## src/rtl/lp_pkg.sv

```systemverilog
package lp_pkg;
  localparam int unsigned LP_DATA_W = 16;
  localparam int unsigned LP_DONE_POS = 7;
  localparam int unsigned LP_IE_POS = 6;
  localparam int unsigned LP_ERR_POS = LP_DATA_W - 1;

  typedef logic [LP_DATA_W-1:0] lp_word_t;

  typedef struct packed {
    logic err;
    logic done;
  } lp_status_t;

  function automatic lp_word_t lp_pack(input lp_status_t st, input logic ie);
    lp_word_t w;
    w = '0;
    w[LP_ERR_POS] = st.err;
    w[LP_DONE_POS] = st.done;
    w[LP_IE_POS] = ie;
    return w;
  endfunction
endpackage

```

## src/rtl/lp_sync_bank.sv

```systemverilog
module lp_sync_bank #(
  parameter int unsigned WIDTH  = 2,
  parameter int unsigned STAGES = 2
) (
  input  logic             clk,
  input  logic             rst,
  input  logic [WIDTH-1:0] d_async,
  output logic [WIDTH-1:0] q_sync
);
  logic [WIDTH-1:0] stage_q [STAGES];

  always_ff @(posedge clk) begin
    if (rst) stage_q[0] <= '0;
    else     stage_q[0] <= d_async;
  end

  for (genvar s = 1; s < STAGES; s++) begin : g_stage
    always_ff @(posedge clk) begin
      if (rst) stage_q[s] <= '0;
      else     stage_q[s] <= stage_q[s-1];
    end
  end

  assign q_sync = stage_q[STAGES-1];
endmodule

```

## src/rtl/lp_irq_ctrl.sv

```systemverilog
module lp_irq_ctrl #(
  parameter int unsigned NSRC = 2
) (
  input  logic            clk,
  input  logic            rst,
  input  logic [NSRC-1:0] lvl,
  input  logic            ctl_wr,
  input  logic            ctl_val,
  input  logic            ctl_rd,
  output logic            ie_q,
  output logic            irq_q
);
  logic [NSRC-1:0] lvl_prev;
  logic            any_rise;
  logic            any_lvl;
  logic            arm_now;
  logic            set_ev;
  logic            irq_nxt;

  assign any_rise = |(lvl & ~lvl_prev);
  assign any_lvl  = |lvl;
  assign arm_now  = ctl_wr & ctl_val & ~ie_q & any_lvl;
  assign set_ev   = (ie_q & any_rise) | arm_now;

  always_comb begin
    irq_nxt = irq_q;
    if (ctl_wr && !ctl_val) irq_nxt = 1'b0;
    else if (set_ev)        irq_nxt = 1'b1;
    else if (ctl_rd)        irq_nxt = 1'b0;
  end

  always_ff @(posedge clk) begin
    if (rst) begin
      lvl_prev <= '0;
      ie_q     <= 1'b0;
      irq_q    <= 1'b0;
    end else begin
      lvl_prev <= lvl;
      irq_q    <= irq_nxt;
      if (ctl_wr) ie_q <= ctl_val;
    end
  end
endmodule

```

## src/rtl/lp_read_port.sv

```systemverilog
module lp_read_port
  import lp_pkg::*;
(
  input  logic       clk,
  input  logic       rst,
  input  logic       rd_en,
  input  logic       rd_hit,
  input  lp_status_t st,
  input  logic       ie,
  output lp_word_t   rdata_q
);
  always_ff @(posedge clk) begin
    if (rst)        rdata_q <= '0;
    else if (rd_en) rdata_q <= rd_hit ? lp_pack(st, ie) : '0;
  end
endmodule

```

## src/rtl/lp_status_ctrl.sv

```systemverilog
module lp_status_ctrl
  import lp_pkg::*;
#(
  parameter int unsigned ADDR_W      = 4,
  parameter int unsigned REG_ADDR    = 0,
  parameter int unsigned SYNC_STAGES = 2
) (
  input  logic                 clk,
  input  logic                 rst,
  input  logic                 dev_done,
  input  logic                 dev_error,
  input  logic [ADDR_W-1:0]    bus_addr,
  input  logic                 bus_we,
  input  logic                 bus_re,
  input  logic [LP_DATA_W-1:0] bus_wdata,
  output logic [LP_DATA_W-1:0] bus_rdata,
  output logic                 irq
);
  localparam logic [ADDR_W-1:0] MY_ADDR = ADDR_W'(REG_ADDR);

  logic       hit;
  logic       reg_wr;
  logic       reg_rd;
  logic [1:0] sync_q;
  logic       done_s;
  logic       err_s;
  logic       ie_q;
  lp_status_t st;

  assign hit    = (bus_addr == MY_ADDR);
  assign reg_wr = bus_we & hit;
  assign reg_rd = bus_re & hit;

  lp_sync_bank #(.WIDTH(2), .STAGES(SYNC_STAGES)) u_sync (
    .clk     (clk),
    .rst     (rst),
    .d_async ({dev_error, dev_done}),
    .q_sync  (sync_q)
  );

  assign err_s   = sync_q[1];
  assign done_s  = sync_q[0];
  assign st.err  = err_s;
  assign st.done = done_s;

  lp_irq_ctrl #(.NSRC(2)) u_irq (
    .clk     (clk),
    .rst     (rst),
    .lvl     (sync_q),
    .ctl_wr  (reg_wr),
    .ctl_val (bus_wdata[LP_IE_POS]),
    .ctl_rd  (reg_rd),
    .ie_q    (ie_q),
    .irq_q   (irq)
  );

  lp_read_port u_rd (
    .clk     (clk),
    .rst     (rst),
    .rd_en   (bus_re),
    .rd_hit  (hit),
    .st      (st),
    .ie      (ie_q),
    .rdata_q (bus_rdata)
  );
endmodule

```

## config.mk

```make
export PLATFORM = sky130hd
export DESIGN_NAME = lp_status_ctrl
export DESIGN_NICKNAME = d
export VERILOG_FILES = /design/src/rtl/lp_pkg.sv /design/src/rtl/lp_sync_bank.sv /design/src/rtl/lp_irq_ctrl.sv /design/src/rtl/lp_read_port.sv /design/src/rtl/lp_status_ctrl.sv
export SDC_FILE = /design/constraint.sdc
export NUM_CORES = 1
export LEC_CHECK = 0
export ABC_AREA = 0
export BUFFER_PORTS_ARGS = -buffer_cell sky130_fd_sc_hd__buf_2
export CAP_MARGIN = 20
export CORE_UTILIZATION = 38
export DETAILED_ROUTE_END_ITERATION = 16
export PLACE_DENSITY = 0.88
export SLEW_MARGIN = 20
export SYNTH_ARGS = -nofsm -noshare
export SYNTH_HDL_FRONTEND = slang
export SYNTH_HIERARCHICAL = 1
export SYNTH_SLANG_ARGS = --single-unit
```

## constraint.sdc

```tcl
create_clock -name clk -period 2.3 [get_ports clk]
set_input_delay 0.345 -clock clk [delete_from_list [all_inputs] [get_ports clk]]
set_output_delay 0.345 -clock clk [all_outputs]
set_load 0.1 [all_outputs]
```

[Yosys cells after proc, flatten, opt, wreduce, memory -nomap -nowiden]
Memories as Yosys holds them, arrays and structs flattened.
Cells that the tools add are included.
Operators by class
  shift operators: 0
  magnitude comparators: 0
  $mul: 0
  reduce and logical (&&, ||, !) cells: 7
  bitwise operators: 12
  $add $sub $neg: 0
  divide/modulo/power cells: 0
  mux-type cells: 8
  equality and inequality tests: 0
Operator list (count)
  $mux 16: 1
  $and 1x1->1: 6
  $reduce_or 2->1: 3
  $mux 1: 5
  $logic_not 4->1: 1
  $mux 2: 2
  $or 1x1->1: 3
  $and 2x2->2: 1
  $not 2->2: 1
  $reduce_bool 2->1: 1
  $logic_and 1x1->1: 1
  $logic_not 1->1: 1
  $not 1->1: 1
Storage, ports and cells
  flip-flop bits (word level): 20
  memory bits (read-only): 0
  output and inout port bits: 17
  memories kept: 1
  word-level logic and storage cells: 32
  input bits: 26
  bits in latches: 0
  bits in writable memories: 4
Memories
  u_sync.stage_q: depth 2, bits a word 2, rd ports 2, clocked after Yosys merged registers in 0, wr ports 2, line lp_sync_bank.sv:10  | logic [WIDTH-1:0] stage_q [STAGES];

[Longest topological paths before layout]
  depth after elaboration: 7
  depth in mapped cells: 4
  gate-level depth less buffers: 4

[By module]
Netlist, hierarchy kept.
Modules (own cells, without submodules)
  lp_read_port: cells an instance 26, sequential area each 60.1 µm², area each 210.2 µm², times used 1
  lp_irq_ctrl: cells an instance 16, sequential area each 80.1 µm², area each 161.4 µm², times used 1
  lp_sync_bank: cells an instance 8, sequential area each 80.1 µm², area each 105.1 µm², times used 1
  lp_status_ctrl: cells an instance 3, sequential area each 0.0 µm², area each 25.0 µm², times used 1

[Least setup slack after synthesis]
No wires, ideal clock.
  path type: input -> register
  start point: input bus_addr[1]
  end point: register u_irq.irq_q
  setup time: 0.088 ns
  stages on the path: 4
  path buffers: 0
  setup slack: 0.939 ns
  required time: 2.212 ns
  arrival: 1.273 ns
  cells stage by stage: nor4_2 -> and2_1 -> o2111ai_1 -> a311oi_2
On the way
  longest elaborated chain between the ends: 7
  elaborated cells on any way between the ends: 11
  classes of those cells: mux: 1; bitwise: 6; reduce/logical: 4
Ends and longest elaborated chain
  from (decl): line lp_status_ctrl.sv:12  | input logic [ADDR_W-1:0] bus_addr,
  $logic_not 4->1 (*): line lp_status_ctrl.sv:30  | assign hit = (bus_addr == MY_ADDR);
  $and 1x1->1 (*): line lp_status_ctrl.sv:31  | assign reg_wr = bus_we & hit;
  via reg_wr: line lp_status_ctrl.sv:22  | logic reg_wr;
  $and 1x1->1 (3 in series): line lp_irq_ctrl.sv:22  | assign arm_now = ctl_wr & ctl_val & ~ie_q & any_lvl;
  $or 1x1->1: line lp_irq_ctrl.sv:23  | assign set_ev = (ie_q & any_rise) | arm_now;
  $mux 1 or $reduce_bool 2->1 (tied branches)
  to (signal assigned): line lp_irq_ctrl.sv:39  | irq_q <= irq_nxt;
  to (decl): line lp_irq_ctrl.sv:11  | output logic irq_q
The timed path passes the listed nets; every way through them passes the cells marked *.
A chain may end at the register's enable or synchronous reset.

[Worst setup path in the final report]
  start point: register u_rd.rdata_q[7]
  end point: output bus_rdata[7]
RTL lines
  from (decl): line lp_read_port.sv:10  | output lp_word_t rdata_q
  from (signal assigned): line lp_read_port.sv:14  | else if (rd_en) rdata_q <= rd_hit ? lp_pack(st, ie) : '0;
  to (decl): line lp_status_ctrl.sv:16  | output logic [LP_DATA_W-1:0] bus_rdata,
No word-level cell between the ends.

==> flow_metrics.tcl <==
set metrics [dict create \
    outcome "complete, no violations" \
    met1_usage_pct 10.07 \
    ys_seq_area_share_pct 43.89 \
    antenna_found_initial 0 \
    clock_path_buffers 2 \
    synth_flop_cell "dfxtp_1" \
    wl_per_cell_um 8.452 \
    dieArea_mm2 0.001470 \
    num_antenna_cells 0 \
    grt_pass1_wl_um 1159 \
    drt-initial-drc-count 7 \
    powerDensity_mw_per_mm2 787.3 \
    timing.fmax_mhz 726.0 \
    max-vdd-ir-drop_mv 0.4179 \
    holdWs_ns 0.2825 \
    hp-start "dev_error" \
    async_flop_share_pct 0 \
    worstReg2RegStart "u_sync/stage_q[1][0]$_SDFF_PP0_" \
    r2r_slack_ns 1.40 \
    rsz0062_at_grt "no" \
    cpLargestDelayFamily "buffers and inverters" \
    die_h_um 38.34 \
    dieWidth_um 38.34 \
    worstSetupEndpointType "output pin" \
    slew_viol_final 0 \
    setup_viol 0 \
    critPathMaxFanout 2 \
    met3_usage_pct 8.721 \
    core-area_mm2 0.001171 \
    crit_required_ns 1.96 \
    final-hold-violation-count 0 \
    worst_path_max_delay_cell "buf_2" \
    cts_tree "yes" \
    port_buffers 14 \
    fin_total_pwr_mw 0.4433 \
    clkTransAtPathRegs_ns 0.07 \
    period_minus_slack_ns 1.377 \
    yosys_register_bits 11 \
    maxCapViolCount 0 \
    drc_errors 0 \
    dp.cells 80 \
    path_cells "buf_2" \
    cp.buffers_inverters 1 \
    setup-tns-final_ns 0 \
    grt_max_degree 12 \
    synth.largest_area_cell "dfxtp_1" \
    syn_to_final_growth_pct 12.22 \
    syn_area_per_cell_um2 9.467 \
    grt_use_total_pct 12.90 \
    worstSetupStartpointType "register" \
    grt-ovfl-total 0 \
    dr.pass1.iters 4 \
    skew_ns 0.007075 \
    cp.depth 1 \
    postCtsHoldBufs 0 \
    worst-setup-path-type "reg -> out" \
    clock_sinks 11 \
    whs_endpoint "u_sync/stage_q[0][1]$_SDFF_PP0_" \
    yosys-top-cells-count "13 x buf_4, 11 x dfxtp_1, 8 x nor2b_1" \
    hp-class "in -> reg" \
    ios 43 \
    synth_warnings 6 \
    period_share_pct 59.89 \
    place_congestion 0.7512 \
    r2r_end "u_irq/irq_q$_SDFFE_PP0P_" \
    drive_above_1_share_pct 28.57 \
    ctsResizeCount 0 \
    vias 376 \
    initial_core_util_pct 42.84 \
    holdPathStages 2 \
    netlist_top_cells_area "dfxtp_1 44%, buf_4 19%, nor2b_1 10%" \
    finalWirelength_um 710 \
    dp.final_hpwl_um 513.6 \
    htreeDepth 1 \
    grt_pass1_vias 320 \
    cts-buffers-inserted 3 \
    placementRows 12 \
    clkLatencyLatePin_ns 0.27 \
    cts_setup_buffers 0 \
    reg2reg_depth 3 \
    power.leakage_nw 0.2515 \
    cts-root-buf "clkbuf_4" \
    slowest_delay_ns 0.42 \
    synth-edff-count 0 \
    nNetsFinal 97 \
    antenna_left 0 \
    grt.busiest_layer "met2" \
    vias_per_cell 4.476 \
    use_met2_pct 20.34 \
    stdcell_count 84 \
    synth_cell_types 16 \
    synth.top_cell.area_share_pct 43.89 \
    netlist_area_um2 501.7 \
    crit_arrival_ns 1.03 \
    synth_cells 53 \
    synthMostInstantiatedCell "buf_4" \
]
-- power breakdown --
part / leakage, nW / switching [mW] / internal (mW)
Clock: 0.0150 / 0.0635 / 0.0672
Sequential: 0.0897 / 0.00234 / 0.195
Combinational: 0.147 / 0.103 / 0.0116
-- per-layer routing --
layer | vias to the layer above | routed length [µm]
li1 | 181 | -
met1 | 169 | 269
met2 | 22 | 326
met3 | 4 | 84
met4 | 0 | 30
met5 | - | 0
-- logic make-up (layout without fill, tap and decap cells) --
family	after synthesis	count (layout)	share of synthesized area [%]
AOI/OAI and AO/OA	6	6	8.726
and+or+nand+nor	21	21	26.43
buffers and inverters	14	19	20.20
other	1	13	0.7474
DFF	11	11	43.89
-- final cells by class --
type | count | area [µm²]
inverter | 1 | 3.754
clock buffer | 4 | 26.28
sequential | 11 | 220.2
fill | 128 | 608.1
tap | 14 | 17.52
timing repair buffer | 14 | 70.07
multi-input combinational | 40 | 225.2
-- placed cells by master (no fill, tap or decap), drive strengths merged --
master	Yosys	routed
nor3	1	1
a21oi	3	3
nand2b	4	4
and2	2	2
o2111ai	1	1
dfxtp	11	11
nor2b	9	9
clkbuf	0	4
nand3	3	3
inv	1	1
buf	13	14
o21ai	1	1
nor4	1	1
nor2	1	1
conb	1	13
a311oi	1	1
-- flip-flops by register name (all words and copies together), names as in the netlist --
register and flops:
u_irq/ie_q 1, u_irq/irq_q 1, u_irq/lvl_prev 2, u_rd/rdata_q 3
u_sync/stage_q 4
-- worst register-to-register path, delay by kind of cell (launching register included) --
kind	cells	cell delay, ns
flip-flops	1	0.36
AO/OA/AOI/OAI	2	0.31
AND/OR/NAND/NOR	1	0.16
-- per-stage QoR --
stage / setup slack (ns) / area, µm² / utilization, %
2_1_floorplan: 0.9391 / 546.8 / -
3_3_place_gp: 0.7305 / 536.8 / 45.83
3_5_place_dp: 0.6775 / 536.8 / 45.83
4_1_cts: 0.9126 / 563.0 / 48.08
5_1_grt: 0.8366 / 563.0 / 48.08
6_report: 0.9226 / 563.0 / 48.08
-- how the worst max path moves through the flow --
stage / startpoint / endpoint / slack, ns
CTS: u_rd/rdata_q[7]$_SDFFE_PP0P_ / bus_rdata[7] / 0.91
floorplan: bus_addr[1] / u_irq/irq_q$_SDFFE_PP0P_ / 0.94
global route: bus_addr[1] / u_irq/irq_q$_SDFFE_PP0P_ / 0.84
finish: u_rd/rdata_q[7]$_SDFFE_PP0P_ / bus_rdata[7] / 0.92
detailed placement: bus_addr[1] / u_irq/irq_q$_SDFFE_PP0P_ / 0.68
global placement: bus_addr[1] / u_irq/irq_q$_SDFFE_PP0P_ / 0.73
Power figures use the tool's default switching activity.
